==> src/rtl/wdog_pkg.sv <==
package wdog_pkg;

   // register byte offsets
   localparam int unsigned OFS_CTRL    = 'h00;
   localparam int unsigned OFS_TMO     = 'h04;
   localparam int unsigned OFS_COUNT   = 'h08;
   localparam int unsigned OFS_KICK    = 'h0C;
   localparam int unsigned OFS_STATUS  = 'h10;
   localparam int unsigned OFS_IRQCLR  = 'h14;

   // restart key, decoded from bits 7:0 only
   localparam logic [7:0] KICK_KEY = 8'h76;

   typedef enum logic {
      RESP_RESET     = 1'b0,
      RESP_IRQ_FIRST = 1'b1
   } resp_mode_e;

endpackage

==> src/rtl/wdog_regs.sv <==
module wdog_regs
   import wdog_pkg::*;
#(
   parameter int unsigned ADDR_W = 5,
   parameter int unsigned CODE_W = 4,
   parameter int unsigned PLEN_W = 3,
   parameter int unsigned CNT_W  = 31
) (
   input  logic              clk,
   input  logic              rst_n,
   input  logic              bus_sel,
   input  logic              bus_wr,
   input  logic [ADDR_W-1:0] bus_addr,
   input  logic [31:0]       bus_wdata,
   output logic [31:0]       bus_rdata,
   input  logic [CNT_W-1:0]  cnt_val,
   input  logic              irq_set,
   output logic              arm_q,
   output resp_mode_e        mode_q,
   output logic [PLEN_W-1:0] plen_q,
   output logic [CODE_W-1:0] code_q,
   output logic              kick_ok,
   output logic              irq_q
);

   localparam int unsigned PLEN_LSB = 2;
   localparam int unsigned CTRL_W   = PLEN_LSB + PLEN_W;

   logic        is_wr;
   logic        is_rd;
   logic        wr_ctrl;
   logic        wr_tmo;
   logic        wr_kick;
   logic        rd_irqclr;
   logic [31:0] rd_mux;
   logic        unused_wdata;

   assign is_wr     = bus_sel &&  bus_wr;
   assign is_rd     = bus_sel && !bus_wr;
   assign wr_ctrl   = is_wr && (bus_addr == ADDR_W'(OFS_CTRL));
   assign wr_tmo    = is_wr && (bus_addr == ADDR_W'(OFS_TMO));
   assign wr_kick   = is_wr && (bus_addr == ADDR_W'(OFS_KICK));
   assign rd_irqclr = is_rd && (bus_addr == ADDR_W'(OFS_IRQCLR));
   assign kick_ok   = wr_kick && (bus_wdata[7:0] == KICK_KEY);

   assign unused_wdata = ^bus_wdata[31:8];

   // control: enable is sticky, mode and pulse length are free to change
   always_ff @(posedge clk or negedge rst_n) begin
      if (!rst_n) begin
         arm_q  <= 1'b0;
         mode_q <= RESP_RESET;
         plen_q <= '0;
      end else if (wr_ctrl) begin
         arm_q  <= arm_q | bus_wdata[0];
         mode_q <= resp_mode_e'(bus_wdata[1]);
         plen_q <= bus_wdata[PLEN_LSB +: PLEN_W];
      end
   end

   always_ff @(posedge clk or negedge rst_n) begin
      if (!rst_n)      code_q <= '0;
      else if (wr_tmo) code_q <= bus_wdata[CODE_W-1:0];
   end

   // pending interrupt: a new expiry wins over a clear in the same cycle
   always_ff @(posedge clk or negedge rst_n) begin
      if (!rst_n)                      irq_q <= 1'b0;
      else if (irq_set)                irq_q <= 1'b1;
      else if (kick_ok || rd_irqclr)   irq_q <= 1'b0;
   end

   always_comb begin
      rd_mux = '0;
      case (bus_addr)
         ADDR_W'(OFS_CTRL):   rd_mux[CTRL_W-1:0] = {plen_q, mode_q, arm_q};
         ADDR_W'(OFS_TMO):    rd_mux[CODE_W-1:0] = code_q;
         ADDR_W'(OFS_COUNT):  rd_mux[CNT_W-1:0]  = cnt_val;
         ADDR_W'(OFS_STATUS): rd_mux[0]          = irq_q;
         ADDR_W'(OFS_IRQCLR): rd_mux[0]          = irq_q;
         default:             rd_mux             = '0;
      endcase
   end

   always_ff @(posedge clk or negedge rst_n) begin
      if (!rst_n)     bus_rdata <= '0;
      else if (is_rd) bus_rdata <= rd_mux;
   end

   AST_ARM_STICKY: assert property (@(posedge clk) disable iff (!rst_n) arm_q |=> arm_q);
   AST_IRQCLR_READ: assert property (@(posedge clk) disable iff (!rst_n) (rd_irqclr && !irq_set) |=> !irq_q);
   AST_KICK_CLEARS_IRQ: assert property (@(posedge clk) disable iff (!rst_n) (kick_ok && !irq_set) |=> !irq_q);

endmodule

==> src/rtl/wdog_counter.sv <==
module wdog_counter #(
   parameter int unsigned BASE_EXP = 16,
   parameter int unsigned CODE_W   = 4,
   parameter int unsigned CNT_W    = 31
) (
   input  logic              clk,
   input  logic              rst_n,
   input  logic              arm,
   input  logic              kick,
   input  logic [CODE_W-1:0] code,
   output logic [CNT_W-1:0]  cnt_q,
   output logic              expire
);

   localparam int unsigned NUM_CODES = 1 << CODE_W;

   logic [CNT_W-1:0] reload_tbl [NUM_CODES];

   // entry g holds 2^(BASE_EXP+g)-1
   for (genvar g = 0; g < NUM_CODES; g++) begin : g_reload
      assign reload_tbl[g] = {CNT_W{1'b1}} >> (CNT_W - BASE_EXP - g);
   end

   // a restart in the same cycle as a zero count pre-empts the expiry
   assign expire = arm && (cnt_q == '0) && !kick;

   always_ff @(posedge clk or negedge rst_n) begin
      if (!rst_n)               cnt_q <= reload_tbl[0];
      else if (kick || expire)  cnt_q <= reload_tbl[code];
      else if (arm)             cnt_q <= cnt_q - 1'b1;
   end

   AST_HOLD_DISARMED: assert property (@(posedge clk) disable iff (!rst_n) (!arm && !kick) |=> $stable(cnt_q));
   AST_COUNT_STEP: assert property (@(posedge clk) disable iff (!rst_n) (arm && !kick && cnt_q != '0) |=> cnt_q == $past(cnt_q) - 1'b1);
   AST_KICK_RELOAD: assert property (@(posedge clk) disable iff (!rst_n) kick |=> cnt_q == reload_tbl[$past(code)]);

endmodule

==> src/rtl/wdog_rst_pulse.sv <==
module wdog_rst_pulse #(
   parameter int unsigned PLEN_W = 3
) (
   input  logic              clk,
   input  logic              rst_n,
   input  logic              trig,
   input  logic [PLEN_W-1:0] plen,
   output logic              pulse_q
);

   localparam int unsigned LEN_W = 1 << PLEN_W;

   logic [LEN_W-1:0] left_q;
   logic [LEN_W-1:0] len_m1;

   // 2^(plen+1)-1: since LEN_W-1 is all ones in PLEN_W bits, the shift is ~plen
   assign len_m1 = {LEN_W{1'b1}} >> (~plen);

   always_ff @(posedge clk or negedge rst_n) begin
      if (!rst_n) begin
         pulse_q <= 1'b0;
         left_q  <= '0;
      end else if (pulse_q) begin
         if (left_q == '0) pulse_q <= 1'b0;
         else              left_q  <= left_q - 1'b1;
      end else if (trig) begin
         pulse_q <= 1'b1;
         left_q  <= len_m1;
      end
   end

   AST_PULSE_MIN_LEN: assert property (@(posedge clk) disable iff (!rst_n) $rose(pulse_q) |=> pulse_q);

endmodule

==> src/rtl/wdog_timer.sv <==
module wdog_timer
   import wdog_pkg::*;
#(
   parameter int unsigned ADDR_W   = 5,
   parameter int unsigned BASE_EXP = 16,
   parameter int unsigned CODE_W   = 4,
   parameter int unsigned PLEN_W   = 3
) (
   input  logic              clk,
   input  logic              rst_n,
   input  logic              bus_sel,
   input  logic              bus_wr,
   input  logic [ADDR_W-1:0] bus_addr,
   input  logic [31:0]       bus_wdata,
   output logic [31:0]       bus_rdata,
   output logic              wdt_rst_o,
   output logic              wdt_irq_o
);

   localparam int unsigned CNT_W = BASE_EXP + (1 << CODE_W) - 1;

   if (CNT_W > 32) begin : g_bad_cnt_w
      $error("wdog_timer: BASE_EXP + 2^CODE_W - 1 exceeds 32 bits");
   end
   if (ADDR_W < 5) begin : g_bad_addr_w
      $error("wdog_timer: ADDR_W too small for register map");
   end
   if (PLEN_LSB_FIT(PLEN_W) > 32) begin : g_bad_plen_w
      $error("wdog_timer: pulse length field does not fit control register");
   end

   function automatic int unsigned PLEN_LSB_FIT(input int unsigned w);
      return 2 + w;
   endfunction

   logic              arm;
   resp_mode_e        mode;
   logic [PLEN_W-1:0] plen;
   logic [CODE_W-1:0] code;
   logic              kick;
   logic              irq_pend;
   logic [CNT_W-1:0]  cnt;
   logic              expire;
   logic              irq_set;
   logic              rst_trig;

   assign irq_set  = expire && (mode == RESP_IRQ_FIRST) && !irq_pend;
   assign rst_trig = expire && ((mode == RESP_RESET) || irq_pend);

   wdog_regs #(
      .ADDR_W (ADDR_W),
      .CODE_W (CODE_W),
      .PLEN_W (PLEN_W),
      .CNT_W  (CNT_W)
   ) u_regs (
      .clk       (clk),
      .rst_n     (rst_n),
      .bus_sel   (bus_sel),
      .bus_wr    (bus_wr),
      .bus_addr  (bus_addr),
      .bus_wdata (bus_wdata),
      .bus_rdata (bus_rdata),
      .cnt_val   (cnt),
      .irq_set   (irq_set),
      .arm_q     (arm),
      .mode_q    (mode),
      .plen_q    (plen),
      .code_q    (code),
      .kick_ok   (kick),
      .irq_q     (irq_pend)
   );

   wdog_counter #(
      .BASE_EXP (BASE_EXP),
      .CODE_W   (CODE_W),
      .CNT_W    (CNT_W)
   ) u_counter (
      .clk    (clk),
      .rst_n  (rst_n),
      .arm    (arm),
      .kick   (kick),
      .code   (code),
      .cnt_q  (cnt),
      .expire (expire)
   );

   wdog_rst_pulse #(
      .PLEN_W (PLEN_W)
   ) u_pulse (
      .clk     (clk),
      .rst_n   (rst_n),
      .trig    (rst_trig),
      .plen    (plen),
      .pulse_q (wdt_rst_o)
   );

   assign wdt_irq_o = irq_pend;

   AST_DIRECT_RESET: assert property (@(posedge clk) disable iff (!rst_n) (expire && mode == RESP_RESET && !wdt_rst_o) |=> wdt_rst_o);
   AST_FIRST_EXPIRY_IRQ: assert property (@(posedge clk) disable iff (!rst_n) (expire && mode == RESP_IRQ_FIRST && !wdt_irq_o) |=> wdt_irq_o);
   AST_SECOND_EXPIRY_RST: assert property (@(posedge clk) disable iff (!rst_n) (expire && mode == RESP_IRQ_FIRST && wdt_irq_o && !wdt_rst_o) |=> wdt_rst_o);
   AST_DISARMED_QUIET: assert property (@(posedge clk) disable iff (!rst_n) !arm |-> !expire);

endmodule

==> config.mk <==
export PLATFORM = sky130hd
export DESIGN_NAME = wdog_timer
export DESIGN_NICKNAME = d
export VERILOG_FILES = /design/src/rtl/wdog_pkg.sv /design/src/rtl/wdog_regs.sv /design/src/rtl/wdog_counter.sv /design/src/rtl/wdog_rst_pulse.sv /design/src/rtl/wdog_timer.sv
export SDC_FILE = /design/constraint.sdc
export NUM_CORES = 1
export LEC_CHECK = 0
export BUFFER_PORTS_ARGS = -buffer_cell sky130_fd_sc_hd__buf_2
export CAP_MARGIN = 20
export CORE_MARGIN = 4
export CORE_UTILIZATION = 56
export CTS_CLUSTER_DIAMETER = 30
export DETAILED_ROUTE_END_ITERATION = 8
export PLACE_DENSITY_LB_ADDON = 0.08
export SYNTH_ARGS = -nofsm -noshare
export SYNTH_HDL_FRONTEND = slang
export SYNTH_SLANG_ARGS = --single-unit
export TNS_END_PERCENT = 5
==> constraint.sdc <==
create_clock -name clk -period 3 [get_ports clk]
set_input_delay 0.6 -clock clk [delete_from_list [all_inputs] [get_ports clk]]
set_output_delay 0.6 -clock clk [all_outputs]
set_load 0.01 [all_outputs]
==> impl_metrics.csv, run 1 <==
group,metric,value,unit
status,status,"complete, no violations",
route,wire_per_inst,16.5,µm
grt,grt_start_max_net_pins,82,
worst_setup_path,arrival,2.88,ns
grt,track_usage,0.216,
route,vias,3163,
worst_setup_path,cp_max_fo,13,
floorplanning,die_area,0.00862,mm²
sta,worstMarginPinSlew,0.925,ns
logic_synthesis,yosys_most_used_dff,"dfrtp_1",
sta,hold_violations,0,
grt,grt_pass1_vias,3009,
power_and_ir_drop,p_int,0.00157,W
logic_synthesis,synth.yosys.seq_area_share,0.507,
worst_setup_path,startpoint_type,"register",
route,drt_wl_total,8.82,mm
grt,use_met2,0.317,
finish,diodes,0,
worst_setup_path,cp_cell_sequence,"or4_1, or3_1, or4_4, nand2_2, a32oi_1",
finish,finalNetCount,477,
floorplanning,ios,75,
logic_synthesis,yosys.area.top_type_share,0.403,
grt,antenna_found_initial,0,
sta,clock.fmax,373,MHz
grt,grtUsageMet3,0.0357,
clock_network,post_cts_buffers,0,
logic_synthesis,synth-edff-count,0,
grt,grt-ovfl-total,0,
sta,relSlewSlack,0.381,
clock_network,numCtsBuffers,9,
placement,numPortBuffers,49,
power_and_ir_drop,p_clk_frac,0.334,
worst_setup_path,worstSetupPathType,"register to register",
finish,fin_util,0.663,
floorplanning,core_region_area,0.00691,mm²
clock_network,clkSinkCount,81,
finish,fin_area,0.00458,mm²
logic_synthesis,syn_inst,386,
logic_synthesis,synth_seq_cells,81,
power_and_ir_drop,p_comb_frac,0.104,
clock_network,clk_pin_slew,0.09,ns
run,maxCapViolCount,0,
floorplanning,start_util,0.584,
finish,synthToLayoutAreaGrowth,13.5,%
power_and_ir_drop,switching_power,0.000627,W
route,drc,0,
power_and_ir_drop,seqPwrFrac,0.563,
sta,rsz0062_at_grt,"no",
worst_setup_path,slowest_delay,0.59,ns
floorplanning,chipHeight,92.9,µm
power_and_ir_drop,p_per_area,480,mW/mm²
clock_network,ctsHtreeMaxLevel,3,
logic_synthesis,yosysTopAreaCell,"dfrtp_1",
placement,placed_area,0.00437,mm²
route,ant_nets,0,
logic_synthesis,synth_area_leaders,"dfrtp_1 40%, dfstp_2 10%, a22o_1 6.5%",
sta,holdWs,0.0941,ns
worst_setup_path,crit_required,3.19,ns
sta,setup_viol,0,
power_and_ir_drop,power.leakage,1.97,nW
sta,finalCritPeriodShare,0.894,
worst_setup_path,worstSetupEndpointType,"register",
logic_synthesis,yosys_warnings,0,
route,via_per_inst,5.92,
floorplanning,fp.dieW,92.9,µm
route,dr.first_iter.drc_count,178,
power_and_ir_drop,ir_drop,253,µV
grt,grt_pass1_wl,14.8,mm
clock_network,cts_buffer_depth,2,
logic_synthesis,syn_nets,430,
sta,slew_viol_final,0,
min_path,hold_class,"primary input to async pin",
placement,hpwl,6.05,mm
clock_network,cts_hold_buf,0,
sta,min_period,2.68,ns
placement,gp_congestion,0.834,
sta,fin_skew,0.00823,ns
logic_synthesis,synthDistinctLibCells,54,
sta,final.setup.tns,0,ns
floorplanning,rows,30,
grt,grt.met1_usage,0.319,
clock_network,clk_latency,0.35,ns
clock_network,cts_root_buf,"clkbuf_8",
logic_synthesis,syn_avg_cell_area,10.5,µm²
route,first_pass_iters,4,
logic_synthesis,async_flop_share,1.00,
clock_network,cts_tree,"done",
grt,grt.busiest_layer,"met1",
finish,n_fill_cell,593,
worst_setup_path,cp_slowest_cell,"or4_4",
power_and_ir_drop,power_switching_share,0.286,
finish,drive_gt1_frac,0.256,
logic_synthesis,syn-cell-area,0.00403,mm²
clock_network,ctsResizeCount,0,
cell usage after synthesis, types with 2 or more instances:
cell,number
a21oi_1,7
a22o_1,30
a31oi_1,6
a32oi_1,4
and3_1,3
buf_2,2
clkbuf_1,19
dfrtp_1,65
dfstp_2,16
ha_1,3
inv_1,9
mux2_2,7
mux2i_1,12
nand2_1,41
nand2b_1,3
nand3_1,10
nand4_1,4
nor2_1,18
nor2b_1,3
nor3_1,19
nor3b_1,3
nor4_1,13
o21ai_0,13
o21ai_1,2
o221ai_1,4
o31ai_1,3
or2_2,3
or3_1,6
or4_1,5
or4_4,3
xnor2_1,24
xor2_1,4
registers in the layout (all words and copies together), names as in the netlist:
register / cells
u_pulse.left_q: 8
u_regs.bus_rdata: 31
u_regs.irq_q: 1
u_pulse.pulse_q: 1
u_regs.plen_q: 3
u_counter.cnt_q: 31
u_regs.code_q: 4
u_regs.arm_q: 1
u_regs.mode_q: 1
kinds of logic after synthesis:
kind of cell,count (synthesis),synth area share
compound gates,80,0.154
other cells,1,0.000930
flops,81,0.507
fa+ha+maj,3,0.00931
buf+inv,34,0.0350
simple gates,140,0.184
mux,19,0.0493
xor+xnor,28,0.0608
critical path: cells and delay by family, from the launching register on:
| family | cells | cell delay (ns) |
|---|---|---|
| AOI/OAI and AO/OA | 1 | 0.17 |
| DFF | 1 | 0.42 |
| and+or+nand+nor | 4 | 1.94 |
power groups by stage:
stage                     Clock [W]  Sequential (W)  Combinational (W)
after CTS                  0.000754         0.00124           0.000225
final                      0.000733         0.00124           0.000227
after global placement            0         0.00125           0.000216
after floorplan                   0         0.00122           0.000160
after detailed placement          0         0.00126           0.000224
after global routing       0.000800         0.00125           0.000259
cells in the final DEF (no fill, tap or decap), types with 10 or more instances in the layout:
cell type  instances
buf_2             48
nand2_1           41
nor3_1            18
dfrtp_1           65
nor4_1            13
mux2i_1           12
xnor2_1           24
nand3_1           10
buf_4             10
nor2_1            18
o21ai_0           13
dfstp_2           16
a22o_1            30
stage by stage:
| stage | total power [W] | std cells | worst slack [ns] |
|---|---|---|---|
| 2_1_floorplan | 0.00138 | 386 | 0.557 |
| 3_3_place_gp | 0.00147 | 517 | 0.387 |
| 3_5_place_dp | 0.00148 | 517 | 0.356 |
| 4_1_cts | 0.00221 | 533 | 0.322 |
| 5_1_grt | 0.00231 | 534 | 0.240 |
| 6_report | 0.00220 | 534 | 0.317 |
worst paths after layout:
check                                            end  slack, ns  cells past startpoint                start
worst min-delay path            u_regs.bus_rdata[23]       0.09                      1                rst_n
worst max-delay path             u_counter.cnt_q[20]       0.32                      5  u_counter.cnt_q[21]
min in group clk                 u_regs.bus_rdata[4]       0.49                      2  u_regs.bus_rdata[4]
max in group asynchronous         u_counter.cnt_q[6]       2.27                      2                rst_n
worst min register to register   u_regs.bus_rdata[4]       0.49                      2  u_regs.bus_rdata[4]
worst max register to register   u_counter.cnt_q[20]       0.32                      5  u_counter.cnt_q[21]
area by class of cell:
| cell class | instances | area [µm²] | area share |
|---|---|---|---|
| clock inverters | 7 | 53.8 | 0.0117 |
| clock buffers | 9 | 124 | 0.0270 |
| repair buffers | 59 | 343 | 0.0749 |
| inverters | 11 | 41.3 | 0.00902 |
| well taps | 96 | 120 | 0.0262 |
| flip-flops and latches | 81 | 2050 | 0.447 |
| multi-input cells | 271 | 1850 | 0.404 |
routing by layer:
layer / vias to the layer above / wire length, µm
li1: 1509 / -
met1: 1538 / 4120
met2: 97 / 4050
met3: 19 / 438
met4: 0 / 215
met5: - / 0
Note: power is estimated with default switching activity, not from simulation.
==> run 2: changes to the inputs <==
--- a/config.mk
+++ b/config.mk
@@ -7,6 +7,7 @@
 export LEC_CHECK = 0
 export BUFFER_PORTS_ARGS = -buffer_cell sky130_fd_sc_hd__buf_2
 export CAP_MARGIN = 20
+export CORE_ASPECT_RATIO = 1.1
 export CORE_MARGIN = 4
 export CORE_UTILIZATION = 56
 export CTS_CLUSTER_DIAMETER = 30
==> impl_metrics.csv, run 2 (synthesis gave the netlist of run 1 again) <==
group,metric,value,unit
worst_setup_path,arrival,2.95,ns
floorplanning,ios,75,
grt,grt-ovfl-total,0,
finish,fin_area,0.00459,mm²
power_and_ir_drop,p_per_area,509,mW/mm²
finish,layout_commonest_cell,"dfrtp_1",
power_and_ir_drop,power.leakage,1.98,nW
sta,slew_viol_final,0,
worst_setup_path,cp_slowest_cell,"or4_1",
clock_network,numCtsBuffers,9,
placement,gp_congestion,0.805,
grt,grt_start_max_net_pins,77,
route,dr.first_iter.drc_count,180,
route,vias,3122,
worst_setup_path,worstRegToRegCells,5,
worst_setup_path,cp_max_fo,13,
sta,fin_skew,0.00891,ns
sta,setup_viol,0,
worst_setup_path,cp_cell_sequence,"or4_1, or3_1, or4_4, nand2_2, mux2i_1",
run,maxCapViolCount,0,
route,drc,0,
sta,min_period,2.69,ns
grt,grt_pass1_vias,3013,
worst_setup_path,worstReg2RegStart,"u_counter.cnt_q[21]",
clock_network,clk_latency,0.35,ns
min_path,hold_class,"primary input to async pin",
worst_setup_path,cp_top_family,"simple AND/OR/NAND/NOR gates",
clock_network,ctsHtreeMaxLevel,3,
placement,numPortBuffers,49,
route,wire_per_inst,16.5,µm
floorplanning,rows,32,
floorplanning,die_area,0.00863,mm²
status,status,"complete, no violations",
floorplanning,fp.dieW,88.9,µm
power_and_ir_drop,power,0.00234,W
worst_setup_path,path_buf_inv,0,
clock_network,clk_pin_slew,0.09,ns
floorplanning,core_region_area,0.00701,mm²
clock_network,cts_buffer_depth,2,
placement,hpwl,5.96,mm
grt,antenna_found_initial,0,
sta,hold_violations,0,
sta,finalCritPeriodShare,0.896,
floorplanning,chipHeight,97.0,µm
route,drt_wl_total,8.62,mm
sta,final.setup.tns,0,ns
worst_setup_path,startpoint_type,"register",
power_and_ir_drop,ir_drop,325,µV
finish,top_regs,"u_counter.cnt_q: 31 flops, u_regs.bus_rdata: 31 flops, u_pulse.left_q: 8 flops",
sta,worstMarginPinSlew,0.941,ns
clock_network,post_cts_buffers,0,
worst_setup_path,slowest_delay,0.58,ns
route,ant_nets,0,
sta,rsz0062_at_grt,"no",
worst_setup_path,worstSetupEndpointType,"register",
route,via_per_inst,5.97,
finish,diodes,0,
sta,relSlewSlack,0.373,
worst_setup_path,crit_required,3.27,ns
route,first_pass_iters,5,
worst_setup_path,rrSetupSlack,0.31,ns
finish,finalNetCount,477,
grt,grt_pass1_wl,14.7,mm
clock_network,ctsResizeCount,0,
clock_network,cts_hold_buf,0,
finish,drive_gt1_frac,0.256,
grt,track_usage,0.214,
finish,layout_common_cells,"65 x dfrtp_1, 48 x buf_2, 41 x nand2_1",
sta,clock.fmax,372,MHz
clock_network,clkSinkCount,81,
clock_network,cts_tree,"done",
worst_setup_path,worstSetupPathType,"register to register",
placement,placed_area,0.00437,mm²
clock_network,cts_root_buf,"clkbuf_8",
finish,synthToLayoutAreaGrowth,13.9,%
worst_setup_path,r2r-end,"u_counter.cnt_q[19]",
floorplanning,start_util,0.576,
## run 2: layout make-up
class                   count  area (µm²)
clock inverters             7         101
repair buffers             59         323
clock buffers               9         124
flip-flops and latches     81        2050
fillers                   559        2410
well taps                  85         106
multi-input cells         271        1850
inverters                  11        41.3
## run 2: through the flow
stage	worst slack [ns]	instances	util	hold slack, ns
6_report	0.313	523	0.656	0.391
5_1_grt	0.151	523	0.656	0.468
4_1_cts	0.303	523	0.656	0.427
3_5_place_dp	0.333	507	0.623	0.464
3_3_place_gp	0.371	507	0.623	0.463
2_1_floorplan	0.557	386	-	0.304
## run 2: worst max path at each step
stage                             start             endpoint  slack (ns)  cells after the start
global placement    u_counter.cnt_q[21]  u_counter.cnt_q[22]        0.37                      5
CTS                 u_counter.cnt_q[21]  u_counter.cnt_q[19]        0.30                      5
detailed placement  u_counter.cnt_q[21]  u_counter.cnt_q[19]        0.33                      5
floorplan           u_counter.cnt_q[25]  u_counter.cnt_q[22]        0.56                      6
global route        u_counter.cnt_q[21]  u_counter.cnt_q[22]        0.15                      5
finish              u_counter.cnt_q[21]  u_counter.cnt_q[19]        0.31                      5
## run 2: routing by layer
layer | part of all wire | vias up | GRT usage
li1 | - | 1518 | -
met1 | 0.48 | 1520 | 0.314
met2 | 0.46 | 73 | 0.321
met3 | 0.049 | 11 | 0.0417
met4 | 0.011 | 0 | 0.0581
met5 | 0 | - | 0
## run 2: worst reg2reg max path: stages (launching register included)
cell and delay, ns:
dfrtp_1 0.42, or4_1 0.58, or3_1 0.48, or4_4 0.59, nand2_2 0.30, mux2i_1 0.25
## run 2: power breakdown
part	leakage, nW	switching (W)	internal, W	total (W)
Clock	0.106	0.000408	0.000476	0.000883
Combinational	0.909	0.000121	0.0000941	0.000215
Sequential	0.968	0.0000797	0.00116	0.00124
Total	1.98	0.000608	0.00173	0.00234
